$ cat config.mk
export PLATFORM = sky130hd
export DESIGN_NAME = page_col_pointer
export DESIGN_NICKNAME = d
export VERILOG_FILES = /design/src/rtl/pgptr_pkg.sv /design/src/rtl/pgptr_bounds.sv /design/src/rtl/pgptr_row.sv /design/src/rtl/page_col_pointer.sv
export SDC_FILE = /design/constraint.sdc
export NUM_CORES = 1
export LEC_CHECK = 0
export BUFFER_PORTS_ARGS = -buffer_cell sky130_fd_sc_hd__buf_2
export CAP_MARGIN = 20
export CORE_MARGIN = 8
export CORE_UTILIZATION = 55
export CTS_CLUSTER_DIAMETER = 40
export DETAILED_ROUTE_END_ITERATION = 10
export PLACE_DENSITY_LB_ADDON = 0.3
export RECOVER_POWER = 25
export SLEW_MARGIN = 20
export SYNTH_ARGS = -nofsm -noshare
export SYNTH_HDL_FRONTEND = slang
export SYNTH_SLANG_ARGS = --single-unit
$ cat constraint.sdc
create_clock -name clk -period 5.1 [get_ports clk]
set_clock_uncertainty 0.05 [all_clocks]
set_input_delay 0.255 -clock clk [delete_from_list [all_inputs] [get_ports clk]]
set_output_delay 0.255 -clock clk [all_outputs]
set_load 0.03 [all_outputs]
$ cat src/rtl/pgptr_pkg.sv
package pgptr_pkg;

    typedef enum logic [1:0] {
        PL_LOW   = 2'd0,
        PL_HIGH  = 2'd1,
        PL_SPARE = 2'd2
    } plane_e;

endpackage

$ cat src/rtl/pgptr_bounds.sv
module pgptr_bounds
    import pgptr_pkg::*;
#(
    parameter int HALF  = 256,
    parameter int SPARE = 16,
    parameter int COL_W = $clog2(2*HALF+SPARE)
) (
    input  plane_e             plane,
    input  logic               spare_off,
    output logic [COL_W-1:0]   base_col,
    output logic [COL_W-1:0]   last_col
);

    localparam logic [COL_W-1:0] MAIN_END  = COL_W'(2*HALF - 1);
    localparam logic [COL_W-1:0] FULL_END  = COL_W'(2*HALF + SPARE - 1);
    localparam logic [COL_W-1:0] HIGH_BASE = COL_W'(HALF);
    localparam logic [COL_W-1:0] SPR_BASE  = COL_W'(2*HALF);

    always_comb begin
        unique case (plane)
            PL_HIGH:  base_col = HIGH_BASE;
            PL_SPARE: base_col = SPR_BASE;
            default:  base_col = '0;
        endcase
        if (plane == PL_SPARE)
            last_col = FULL_END;
        else
            last_col = spare_off ? MAIN_END : FULL_END;
    end

endmodule

$ cat src/rtl/pgptr_row.sv
module pgptr_row #(
    parameter int ROW_W = 13
) (
    input  logic             clk,
    input  logic             rst_n,
    input  logic             load,
    input  logic [ROW_W-1:0] load_val,
    input  logic             inc,
    output logic [ROW_W-1:0] row,
    output logic             at_top
);

    localparam logic [ROW_W-1:0] ROW_MAX = '1;

    logic [ROW_W-1:0] row_d, row_q;

    always_comb begin
        row_d = row_q;
        if (load)
            row_d = load_val;
        else if (inc && (row_q != ROW_MAX))
            row_d = row_q + 1'b1;
    end

    always_ff @(posedge clk or negedge rst_n) begin
        if (!rst_n) row_q <= '0;
        else        row_q <= row_d;
    end

    assign row    = row_q;
    assign at_top = (row_q == ROW_MAX);

    AST_ROW_NO_WRAP: assert property (@(posedge clk) disable iff (!rst_n)
        (row_q == ROW_MAX) && !load |=> (row_q == ROW_MAX));

endmodule

$ cat src/rtl/page_col_pointer.sv
module page_col_pointer
    import pgptr_pkg::*;
#(
    parameter int HALF  = 256,
    parameter int SPARE = 16,
    parameter int ROW_W = 13,
    localparam int COL_W  = $clog2(2*HALF+SPARE),
    localparam int BYTE_W = $clog2(HALF),
    localparam int SP_W   = $clog2(SPARE)
) (
    input  logic              clk,
    input  logic              rst_n,
    input  logic              sel_vld,
    input  logic [1:0]        sel_code,
    input  logic              col_vld,
    input  logic [BYTE_W-1:0] col_byte,
    input  logic              row_vld,
    input  logic [ROW_W-1:0]  row_addr,
    input  logic              spare_off,
    input  logic              chip_off,
    input  logic              rd_stb,
    input  logic              wr_stb,
    input  logic              op_done,
    output logic [COL_W-1:0]  col_o,
    output logic [1:0]        plane_o,
    output logic [ROW_W-1:0]  row_o,
    output logic              last_col_o,
    output logic              next_pg_o
);

    localparam logic [COL_W-1:0] SPR_BASE  = COL_W'(2*HALF);
    localparam logic [COL_W-1:0] HIGH_BASE = COL_W'(HALF);
    localparam logic [COL_W-1:0] TOP_COL   = COL_W'(2*HALF + SPARE - 1);

    typedef struct packed {
        logic [COL_W-1:0] col;
        plane_e           plane;
        logic             nxt;
    } ptr_st_t;

    ptr_st_t st_d, st_q;

    logic [COL_W-1:0] base_col, last_col;
    logic             at_end, row_top, row_inc, sel_ok, rd_ok;

    pgptr_bounds #(.HALF(HALF), .SPARE(SPARE), .COL_W(COL_W)) i_bounds (
        .plane     (st_q.plane),
        .spare_off (spare_off),
        .base_col  (base_col),
        .last_col  (last_col)
    );

    pgptr_row #(.ROW_W(ROW_W)) i_row (
        .clk      (clk),
        .rst_n    (rst_n),
        .load     (row_vld),
        .load_val (row_addr),
        .inc      (row_inc),
        .row      (row_o),
        .at_top   (row_top)
    );

    assign at_end = (st_q.col >= last_col);
    assign sel_ok = sel_vld && ((sel_code == 2'd0) || (sel_code == 2'd1) ||
                                ((sel_code == 2'd2) && !spare_off));
    assign rd_ok  = rd_stb && !chip_off;

    always_comb begin
        st_d     = st_q;
        st_d.nxt = 1'b0;
        row_inc  = 1'b0;
        if (sel_ok) begin
            st_d.plane = plane_e'(sel_code);
            unique case (sel_code)
                2'd1:    st_d.col = HIGH_BASE;
                2'd2:    st_d.col = SPR_BASE;
                default: st_d.col = '0;
            endcase
        end else if (col_vld) begin
            if (st_q.plane == PL_SPARE)
                st_d.col = SPR_BASE + COL_W'(col_byte[SP_W-1:0]);
            else
                st_d.col = base_col + COL_W'(col_byte);
        end else if (op_done) begin
            if (st_q.plane == PL_HIGH)
                st_d.plane = PL_LOW;
        end else if (rd_ok) begin
            if (!at_end) begin
                st_d.col = st_q.col + 1'b1;
            end else if (!row_top) begin
                st_d.nxt = 1'b1;
                row_inc  = 1'b1;
                if (st_q.plane == PL_SPARE) begin
                    st_d.col = SPR_BASE;
                end else begin
                    st_d.col   = '0;
                    st_d.plane = PL_LOW;
                end
            end
        end else if (wr_stb) begin
            if (!at_end)
                st_d.col = st_q.col + 1'b1;
        end
    end

    always_ff @(posedge clk or negedge rst_n) begin
        if (!rst_n) begin
            st_q.col   <= '0;
            st_q.plane <= PL_LOW;
            st_q.nxt   <= 1'b0;
        end else begin
            st_q <= st_d;
        end
    end

    assign col_o      = st_q.col;
    assign plane_o    = st_q.plane;
    assign last_col_o = at_end;
    assign next_pg_o  = st_q.nxt;

    AST_COL_BOUND: assert property (@(posedge clk) disable iff (!rst_n)
        col_o <= TOP_COL);
    AST_SPARE_FLOOR: assert property (@(posedge clk) disable iff (!rst_n)
        (plane_o == 2'd2) |-> (col_o >= SPR_BASE));
    AST_NEXT_FROM_READ: assert property (@(posedge clk) disable iff (!rst_n)
        next_pg_o |-> ($past(rd_stb) && !$past(chip_off)));
    AST_NEXT_PULSE: assert property (@(posedge clk) disable iff (!rst_n)
        next_pg_o |=> !next_pg_o);
    AST_HIGH_ONE_SHOT: assert property (@(posedge clk) disable iff (!rst_n)
        op_done && (plane_o == 2'd1) && !sel_vld && !col_vld |=> (plane_o == 2'd0));
    AST_WRITE_NO_PAGE: assert property (@(posedge clk) disable iff (!rst_n)
        wr_stb && !rd_stb |=> !next_pg_o);
    AST_CHIP_OFF_HOLD: assert property (@(posedge clk) disable iff (!rst_n)
        chip_off && rd_stb && !sel_vld && !col_vld && !op_done && !wr_stb
        |=> $stable(col_o));

endmodule

==> impl_metrics.ini <==
[power_and_ir_drop]
netSwitchingPower_mw = 0.242
switching_share = 0.410
worst_ir_drop_vdd_mv = 0.138
power.share.sequential = 0.444
powerDensity_nw_per_um2 = 257
p_leak_nw = 1.04
internal_power_mw = 0.347
clkPwrFrac = 0.178
power_frac_comb = 0.378

[placed_design]
detailed_place_hpwl_mm = 3.88
placed_cell_area_um2 = 2250
gp_congestion = 0.919
dp.cells = 318
port_buffers = 59

[sta]
fin_crit_ns = 2.87
finalMaxSlewViolations = 0
fin_crit_sh = 0.563
rsz0062_at_grt = false
tns_ns = 0
setup_viol = 0
worstMarginPinSlew_ns = 1.39
finalHoldViolations = 0
whs_ns = 0.0749
fmax_mhz = 348
slew_headroom = 0.0721

[yosys]
synth_cells = 220
syn_nets = 261
synth_cell_type_count = 48
dominantRegCellSynth = dfrtp_1
synth_edf_count = 0
ys_seq_elements = 26
async_reset_ff_frac = 1.00
yosysWarnings = 0
avgSynthCellArea_um2 = 8.83
seq_area_frac_synth = 0.335
synthesis.area_um2 = 1940

[critical_path]
crit_required_ns = 4.80
crit_type = reg2out
cp.arrival_ns = 2.57
cp_max_fo = 6
startpoint_type = register
cp-end-kind = primary output

[routing]
viasPerCell = 5.93
post_drt_wl_per_cell_um = 15.7
firstDrtPassIters = 4
remaining_drc_errors = 0
highest_layer = met4
vias = 1915
wirelength_mm = 5.07
antenna_left = 0
wl_met3_um = 439
wl_met2_mm = 2.47
drt-initial-drc-count = 90
wl_met1_mm = 2.10

[final_layout]
final_area_um2 = 2290
layout.cells.non_filler = 323
syn_to_final_growth_pct = 18.1
drive_above_1_share = 0.289
fin_nets = 319
diodes = 0

[floorplan]
initial_core_util = 0.578
coreArea_um2 = 3360
dieWidth_um = 75.4
io_pins = 60
dieArea_um2 = 5690
row_count = 21
die_h_um = 75.4

[cts]
cts_tree = done
cts_buffers = 3
htreeDepth = 1
cts.sinks = 26
cts_setup_buffers = 0
clock_latency_ns = 0.33
root_buffer = clkbuf_4
clockBufferDepth = 2
clkTransAtPathRegs_ns = 0.14

[flow_run]
cap_violations = 0

[global_route]
grt_overflow = 0
grt_use_total = 0.184
grt_pass1_wl_mm = 8.24
grt_pass1_vias = 1816
grt_antenna_before_repair = 0
grt_max_degree = 27

[min_path]
hp-class = in2reg

[run_status]
status = finished clean
-- kinds of logic after synthesis --
group	Yosys count	share of synthesized area
compound gates	58	0.189
xor+xnor	12	0.0541
fa+ha+maj	8	0.0515
buf+inv	17	0.0451
flops	26	0.335
mux	3	0.0161
simple gates	96	0.309
-- flip-flops by register name (all words and copies together), names as in the netlist --
name	flops
col_o	10
i_row.row	13
next_pg_o	1
plane_o	2
-- cells in the final DEF, fill, tap and decap left out, types with 3 or more instances in the layout --
cell	instances
nor4_4	5
o41ai_1	3
nor3_1	4
nand2_1	29
buf_2	58
nand3_1	15
nand2b_1	3
clkbuf_4	3
ha_1	8
o21ai_1	7
nand4_1	3
dfrtp_1	26
inv_1	9
a21oi_1	13
a32oi_1	3
nor4_2	3
nor2_1	14
xnor2_1	10
and3_1	5
nor4_1	3
o21ai_0	13
-- cell usage after synthesis (all sizes together) (2+ instances only) --
library cell,number,share of area
nand2,30,0.059
dfrtp,26,0.33
o21ai,21,0.056
nand3,15,0.039
nor2,15,0.033
a21oi,13,0.033
nor4,11,0.084
xnor2,10,0.045
inv,9,0.017
ha,8,0.052
nor3,6,0.021
and3,5,0.016
buf,4,0.020
clkbuf,4,0.0077
nand4,4,0.021
a32oi,3,0.014
nand2b,3,0.0097
o41ai,3,0.014
a22o,2,0.0090
a22oi,2,0.0077
a31oi,2,0.0064
and2,2,0.0077
mux2i,2,0.010
o211ai,2,0.0077
o21a,2,0.0077
o22ai,2,0.0064
or3,2,0.0064
xor2,2,0.0090
-- final timing paths --
path                              from            to  slack, ns  depth (start not counted)
max                         plane_o[0]    last_col_o       2.23                          8
min in group asynchronous        rst_n  i_row.row[6]       0.70                          2
max reg2reg                 plane_o[0]    plane_o[0]       2.27                         10
min                        row_addr[6]  i_row.row[6]       0.07                          3
max in group asynchronous        rst_n      col_o[7]       3.47                          2
min reg2reg                 plane_o[1]    plane_o[1]       0.55                          2
-- final cells by class --
| class | count | area, um^2 |
|---|---|---|
| inverters | 9 | 33.8 |
| fillers | 300 | 1070 |
| clock buffers | 4 | 36.3 |
| well taps | 46 | 57.6 |
| multi-input cells | 177 | 1200 |
| flip-flops and latches | 26 | 651 |
| repair buffers | 61 | 312 |
-- stage by stage --
step | setup WS (ns) | utilization | power [mW]
global placement | 2.41 | 0.669 | 0.482
detailed placement | 2.30 | 0.669 | 0.487
global route | 1.81 | 0.682 | 0.627
floorplan | 2.11 | - | 0.416
finish | 2.23 | 0.682 | 0.589
CTS | 2.25 | 0.683 | 0.593
-- per-layer routing --
layer	vias to the layer above	GRT usage
li1	926	-
met1	903	0.229
met2	79	0.313
met3	7	0.0316
met4	0	0.0597
met5	-	0
-- power by group through the flow --
stage | clock [mW] | combinational, mW | sequential (mW)
finish | 0.105 | 0.223 | 0.261
CTS | 0.108 | 0.224 | 0.261
floorplan | 0 | 0.114 | 0.303
detailed placement | 0 | 0.222 | 0.265
global placement | 0 | 0.220 | 0.263
global route | 0.116 | 0.246 | 0.265
-- worst max-delay path: stages, from the launching register on --
cell	delay, ns
dfrtp_1	0.45
nand2b_1	0.24
and2_1	0.19
inv_1	0.11
ha_1	0.31
nand2_1	0.06
o21a_1	0.18
o21ai_1	0.40
buf_2	0.29
-- timing repair --
item | in CTS | in global routing
endpoints found under the setup margin | 0 | 0
hold endpoints to repair | 26 | 0
resized for setup | 0 | 0
hold buffers | 1 | 0
Note: power is estimated with default switching activity, not from simulation.
